--- config.mk ---
export PLATFORM = sky130hd
export DESIGN_NAME = dual_alarm_unit
export DESIGN_NICKNAME = d
export VERILOG_FILES = /design/src/rtl/alarm_pkg.sv /design/src/rtl/alarm_ondelay.sv /design/src/rtl/alarm_seal.sv /design/src/rtl/dual_alarm_unit.sv
export SDC_FILE = /design/constraint.sdc
export NUM_CORES = 1
export LEC_CHECK = 0
export BUFFER_PORTS_ARGS = -buffer_cell sky130_fd_sc_hd__buf_4
export CORE_ASPECT_RATIO = 0.5
export CORE_MARGIN = 2
export CORE_UTILIZATION = 50
export DETAILED_ROUTE_END_ITERATION = 12
export PLACE_DENSITY = 0.78
export RECOVER_POWER = 100
export REMOVE_ABC_BUFFERS = 1
export SETUP_SLACK_MARGIN = 0.3
export SYNTH_ARGS = -nofsm -noshare
export SYNTH_HDL_FRONTEND = slang
export SYNTH_HIERARCHICAL = 1
export SYNTH_SLANG_ARGS = --single-unit
--- constraint.sdc ---
create_clock -name clk -period 3.2 [get_ports clk]
set_input_delay 0.48 -clock clk [delete_from_list [all_inputs] [get_ports clk]]
set_output_delay 0.48 -clock clk [all_outputs]
set_load 0.01 [all_outputs]
--- src/rtl/alarm_pkg.sv ---
package alarm_pkg;
  localparam int unsigned DEF_TEMP_W   = 16;
  localparam int unsigned DEF_CNT_W    = 16;
  localparam int unsigned DEF_SETPOINT = 100;

  typedef enum logic {SEAL_OPEN = 1'b0, SEAL_HELD = 1'b1} seal_e;
endpackage

--- src/rtl/alarm_ondelay.sv ---
module alarm_ondelay #(
  parameter int unsigned CNT_W = alarm_pkg::DEF_CNT_W
) (
  input  logic             clk,
  input  logic             rst,
  input  logic             tick,
  input  logic             cond,
  input  logic [CNT_W-1:0] preset,
  output logic [CNT_W-1:0] cnt_o,
  output logic             alarm_o
);
  localparam logic [CNT_W-1:0] ONE = {{(CNT_W-1){1'b0}}, 1'b1};

  // Next count: clears when the condition is gone, saturates at the preset.
  function automatic logic [CNT_W-1:0] next_count(
    input logic [CNT_W-1:0] cur,
    input logic [CNT_W-1:0] lim,
    input logic             active
  );
    if (!active)        return '0;
    else if (cur >= lim) return lim;
    else                return cur + ONE;
  endfunction

  logic [CNT_W-1:0] cnt_q;
  logic [CNT_W-1:0] cnt_nxt;
  logic             alarm_q;

  always_comb cnt_nxt = next_count(cnt_q, preset, cond);

  always_ff @(posedge clk) begin
    if (rst) begin
      cnt_q   <= '0;
      alarm_q <= 1'b0;
    end else if (tick) begin
      cnt_q   <= cnt_nxt;
      alarm_q <= cond && (cnt_nxt >= preset);
    end
  end

  assign cnt_o   = cnt_q;
  assign alarm_o = alarm_q;
endmodule

--- src/rtl/alarm_seal.sv ---
module alarm_seal (
  input  logic clk,
  input  logic rst,
  input  logic tick,
  input  logic set_cond,
  input  logic clr_ok,
  input  logic strobe,
  output logic alarm_o
);
  import alarm_pkg::*;

  seal_e st_q;

  // Set wins over clear; clear needs strobe and a safe reading.
  function automatic seal_e next_seal(
    input seal_e cur,
    input logic  s,
    input logic  ok,
    input logic  stb
  );
    if (s)              return SEAL_HELD;
    else if (stb && ok) return SEAL_OPEN;
    else                return cur;
  endfunction

  always_ff @(posedge clk) begin
    if (rst)       st_q <= SEAL_OPEN;
    else if (tick) st_q <= next_seal(st_q, set_cond, clr_ok, strobe);
  end

  assign alarm_o = (st_q == SEAL_HELD);
endmodule

--- src/rtl/dual_alarm_unit.sv ---
module dual_alarm_unit #(
  parameter int unsigned TEMP_W = alarm_pkg::DEF_TEMP_W,
  parameter int unsigned CNT_W  = alarm_pkg::DEF_CNT_W
) (
  input  logic              clk,
  input  logic              rst,
  input  logic              tick,
  input  logic              run_sw,
  input  logic              run_fb,
  input  logic [TEMP_W-1:0] temp,
  input  logic [TEMP_W-1:0] setpoint,
  input  logic              op_reset,
  input  logic [CNT_W-1:0]  delay_preset,
  output logic              motor_alarm,
  output logic              overtemp_alarm
);
  function automatic logic is_mismatch(input logic sw, input logic fb);
    return sw && !fb;
  endfunction

  function automatic logic is_above(input logic [TEMP_W-1:0] v, input logic [TEMP_W-1:0] lim);
    return v > lim;
  endfunction

  function automatic logic is_below(input logic [TEMP_W-1:0] v, input logic [TEMP_W-1:0] lim);
    return v < lim;
  endfunction

  // Named internal events, visible to the bound checker.
  logic             motor_mis;
  logic             temp_hi;
  logic             temp_lo;
  logic [CNT_W-1:0] delay_cnt;

  assign motor_mis = is_mismatch(run_sw, run_fb);
  assign temp_hi   = is_above(temp, setpoint);
  assign temp_lo   = is_below(temp, setpoint);

  alarm_ondelay #(.CNT_W(CNT_W)) u_motor (
    .clk     (clk),
    .rst     (rst),
    .tick    (tick),
    .cond    (motor_mis),
    .preset  (delay_preset),
    .cnt_o   (delay_cnt),
    .alarm_o (motor_alarm)
  );

  alarm_seal u_temp (
    .clk      (clk),
    .rst      (rst),
    .tick     (tick),
    .set_cond (temp_hi),
    .clr_ok   (temp_lo),
    .strobe   (op_reset),
    .alarm_o  (overtemp_alarm)
  );
endmodule

==> summary.txt <==
Clock network
  • CTS Hold Bufs: 0
  • H-Tree Depth: 1
  • Num CTS Buffers: 3
  • CTS Sinks: 18
  • Worst-case clock buffer depth: 2
  • TritonCTS clock tree: done
  • Clk root buf: clkbuf_8
  • Later-pin clock latency in the skew report: 0.26 ns
  • CTS clock-pin slew for the worst setup and hold paths: approximately 0.08 ns

Synthesis
  • Sequential element share of the synthesized area: about 14%
  • Synthesized cell area: between 2000 and 3000 um2
  • Synth Warn #: 6
  • Synth Register Bits: 18
  • Synth async-reset ratio: 0%
  • EDFF count, synth: 0
  • Post-synth top area cell: ha_1
  • Synth top area share: 24.5%
  • Largest cells by area after synthesis: ha_1 24%, dfxtp_1 14%, inv_1 7.2%, nor2_1 5.4%, mux2i_1 4.8%
  • Avg Cell Area, Syn: around 7.6 um2
  • Main synth FF type: dfxtp_1
  • Unique masters post-synth: 44
  • Synthesized instance count: 328

Setup path
  • Critical-path maximum fanout: 4
  • Slowest stage delay, CP: approximately 0.4 ns
  • WP depth: 16
  • Crit path max-delay family: compound AO/OA/AOI/OAI gates
  • Worst reg2reg path depth: 16
  • Worst path slowest cell: a2111oi_4
  • Setup CP Type: flop to flop
  • R2R setup slack: about 0.062 ns
  • Reg2reg start: u_motor/cnt_o[0]$_SDFFE_PP0P_
  • Worst endpoint required time: approximately 3.3 ns
  • Worst path arrival time: around 3.3 ns
  • Reg-to-reg endpoint: u_motor/alarm_o$_SDFFE_PP0P_
  • Crit end category: flop
  • Crit path cell chain: inv_2 -> ha_4 -> nand2b_4 -> a2111oi_4 -> o311ai_2 -> a21oi_4 -> buf_6 -> buf_4 -> mux2i_1 -> nor2_1 -> ha_1 -> a21o_1 -> a21oi_2 -> o22ai_1 -> a21oi_1 -> o21ai_1
  • Startpoint Class: flop
  • WP buf/inv: 3

Floorplan
  • Core ar.: a little under 5000 um2
  • Row count: 18
  • Die width: 104 um
  • Die area: roughly 5600 um2
  • Initial Util: 51.5%
  • DIE HEIGHT: 54.0 um
  • Top-Level Pins: 56

Place
  • Detail Placement HPWL: approximately 5600 um
  • Port bufs: 55
  • Gp weighted congestion: about 0.9
  • Dpl cells: around 490

Final layout
  • Most common cell after layout, fill and taps aside: buf_4
  • Share of cells above drive strength 1: between 30% and 40%
  • Final nets: around 540
  • Non-Filler Instances: 504
  • Layout area overhead: 40.8%
  • Final design utilization: 72.5%
  • Ant diodes: 0
  • Commonest non-fill, non-tap cells in the layout: 105 x buf_4, 47 x inv_1, 47 x ha_1

Global route
  • Initial antenna violation count: 0
  • Total gr overflow: 0
  • First-pass GRT wire length: ~12000 um
  • Vias in the first global route: 2700
  • Largest net degree at the start of global routing: 18
  • GRT Util Overall: between 20% and 30%

Min path
  • Hold Crit Depth: 2
  • Hold Crit Class: primary input to flop
  • Hold EP: u_temp/alarm_o$_SDFFE_PP0P_
  • Hold Startpoint: rst

Job
  • MaxCap Viol Count: 0

STA
  • Final setup TNS: 0 ns
  • Slew HR: between 50% and 60%
  • Clock Skews: ~0.0048 ns
  • Worst slew pin tran: about 0.68 ns
  • Fin crit share: around 98%
  • Slew Viols, Final: 0
  • Final Critical Period: between 3 and 4 ns
  • Max Clk Rate: 0.319 GHz
  • Fin. Hold Viols: 0
  • RSZ-0062 raised after global routing: true
  • Endpoints failing setup: 0

Power and ir drop
  • Power Density: roughly 170 nW/um2
  • Leak Pwr: 1.82 nW
  • Peak VDD IR: approximately 0.14 mV
  • Total power: roughly 0.6 mW

Detailed routing
  • Post-route ant nets: 0
  • Drt drc: 0
  • Iteration-0 DRC count of the detailed router: 145
  • Vias/cell: 5.49
  • Via count: about 2800
  • Routed wire length: 7500 um
  • Initial DRT Pass Iterations: 4
  • WL/cell: about 15 um

Outcome
  • Run status: finished, final reports clean
kinds of logic (layout without fill, tap and decap cells):
kind of cell | Yosys count | count (layout) | share of synthesized area (%)
AO/OA/AOI/OAI | 80 | 80 | 22.0
buffers and inverters | 58 | 164 | 9.49
adder cells (fa/ha/maj) | 49 | 49 | 24.5
AND/OR/NAND/NOR | 96 | 96 | 19.3
flip-flops | 18 | 18 | 14.4
XOR/XNOR | 13 | 13 | 4.55
multiplexers | 14 | 14 | 5.70
stage by stage:
stage	hold slack (ns)	instance area (um2)	setup slack [ns]
after detailed placement	0.491	3330	-0.258
after floorplan	0.466	2450	-0.648
after CTS	0.443	3470	0.0782
after global routing	0.449	3530	-0.111
after global placement	0.478	3330	-0.168
final	0.441	3530	0.0621
worst max path at each step:
stage | start | endpoint | slack, ns
3_5_place_dp | delay_preset[0] | u_motor/alarm_o$_SDFFE_PP0P_ | -0.26
6_report | u_motor/cnt_o[0]$_SDFFE_PP0P_ | u_motor/alarm_o$_SDFFE_PP0P_ | 0.06
5_1_grt | u_motor/cnt_o[0]$_SDFFE_PP0P_ | u_motor/alarm_o$_SDFFE_PP0P_ | -0.11
3_3_place_gp | delay_preset[0] | u_motor/alarm_o$_SDFFE_PP0P_ | -0.17
4_1_cts | u_motor/cnt_o[0]$_SDFFE_PP0P_ | u_motor/alarm_o$_SDFFE_PP0P_ | 0.08
2_1_floorplan | delay_preset[0] | u_motor/alarm_o$_SDFFE_PP0P_ | -0.65
per-layer routing:
metal  GRT usage [%]  routed length, um  vias to the layer above
met3            6.30                483                       11
li1                -                  -                     1377
met5               0                  0                        -
met2            52.1               3710                       94
met4            8.11                 95                        0
met1            29.6               3210                     1286
power by group:
part | internal (mW) | switching, mW
clock network | 0.0842 | 0.0911
registers | 0.226 | 0.00118
logic | 0.119 | 0.0953
total | 0.429 | 0.188
final cells by class:
cell class	count	area, um2
fill	340	1340
timing repair buffer	113	866
tap	70	87.6
multi-input combinational	252	1990
clock buffer	3	41.3
sequential	18	363
inverter	48	180
cell usage after synthesis, types with 2 or more instances:
| library cell | number |
|---|---|
| o21ai_1 | 4 |
| a21oi_1 | 18 |
| ha_1 | 49 |
| xnor2_1 | 12 |
| nor2_1 | 36 |
| nand2_1 | 23 |
| o21ai_0 | 9 |
| and3_1 | 2 |
| inv_1 | 48 |
| a21o_1 | 7 |
| mux2i_1 | 12 |
| or2_2 | 3 |
| a31oi_1 | 9 |
| nand3_1 | 8 |
| and4_1 | 3 |
| dfxtp_1 | 18 |
| nand2b_1 | 3 |
| o221ai_1 | 2 |
| nor3_1 | 4 |
| a211oi_1 | 11 |
| buf_4 | 3 |
| mux2_2 | 2 |
| clkbuf_1 | 5 |
| o22ai_1 | 10 |
| a22o_1 | 2 |
| nand4_1 | 7 |
sequential cells by signal (all words and copies together), names as in the netlist:
signal	count
u_temp/alarm_o	1
u_motor/alarm_o	1
u_motor/cnt_o	16
worst register-to-register path, stage by stage, from the launching register on:
cell	delay, ns
dfxtp_2	0.34
inv_2	0.05
ha_4	0.20
nand2b_4	0.14
a2111oi_4	0.40
o311ai_2	0.15
a21oi_4	0.22
buf_6	0.15
buf_4	0.12
mux2i_1	0.22
nor2_1	0.07
ha_1	0.30
a21o_1	0.17
a21oi_2	0.13
o22ai_1	0.09
a21oi_1	0.17
o21ai_1	0.10
timing repair:
item | in CTS | in global routing
gates resized for setup | 15 | 11
endpoints found under the setup margin | 1 | 1
buffers inserted | 4 | 3
cloned | 1 | 0
pin swaps | 16 | 10
Note: power is estimated with default switching activity, not from simulation.
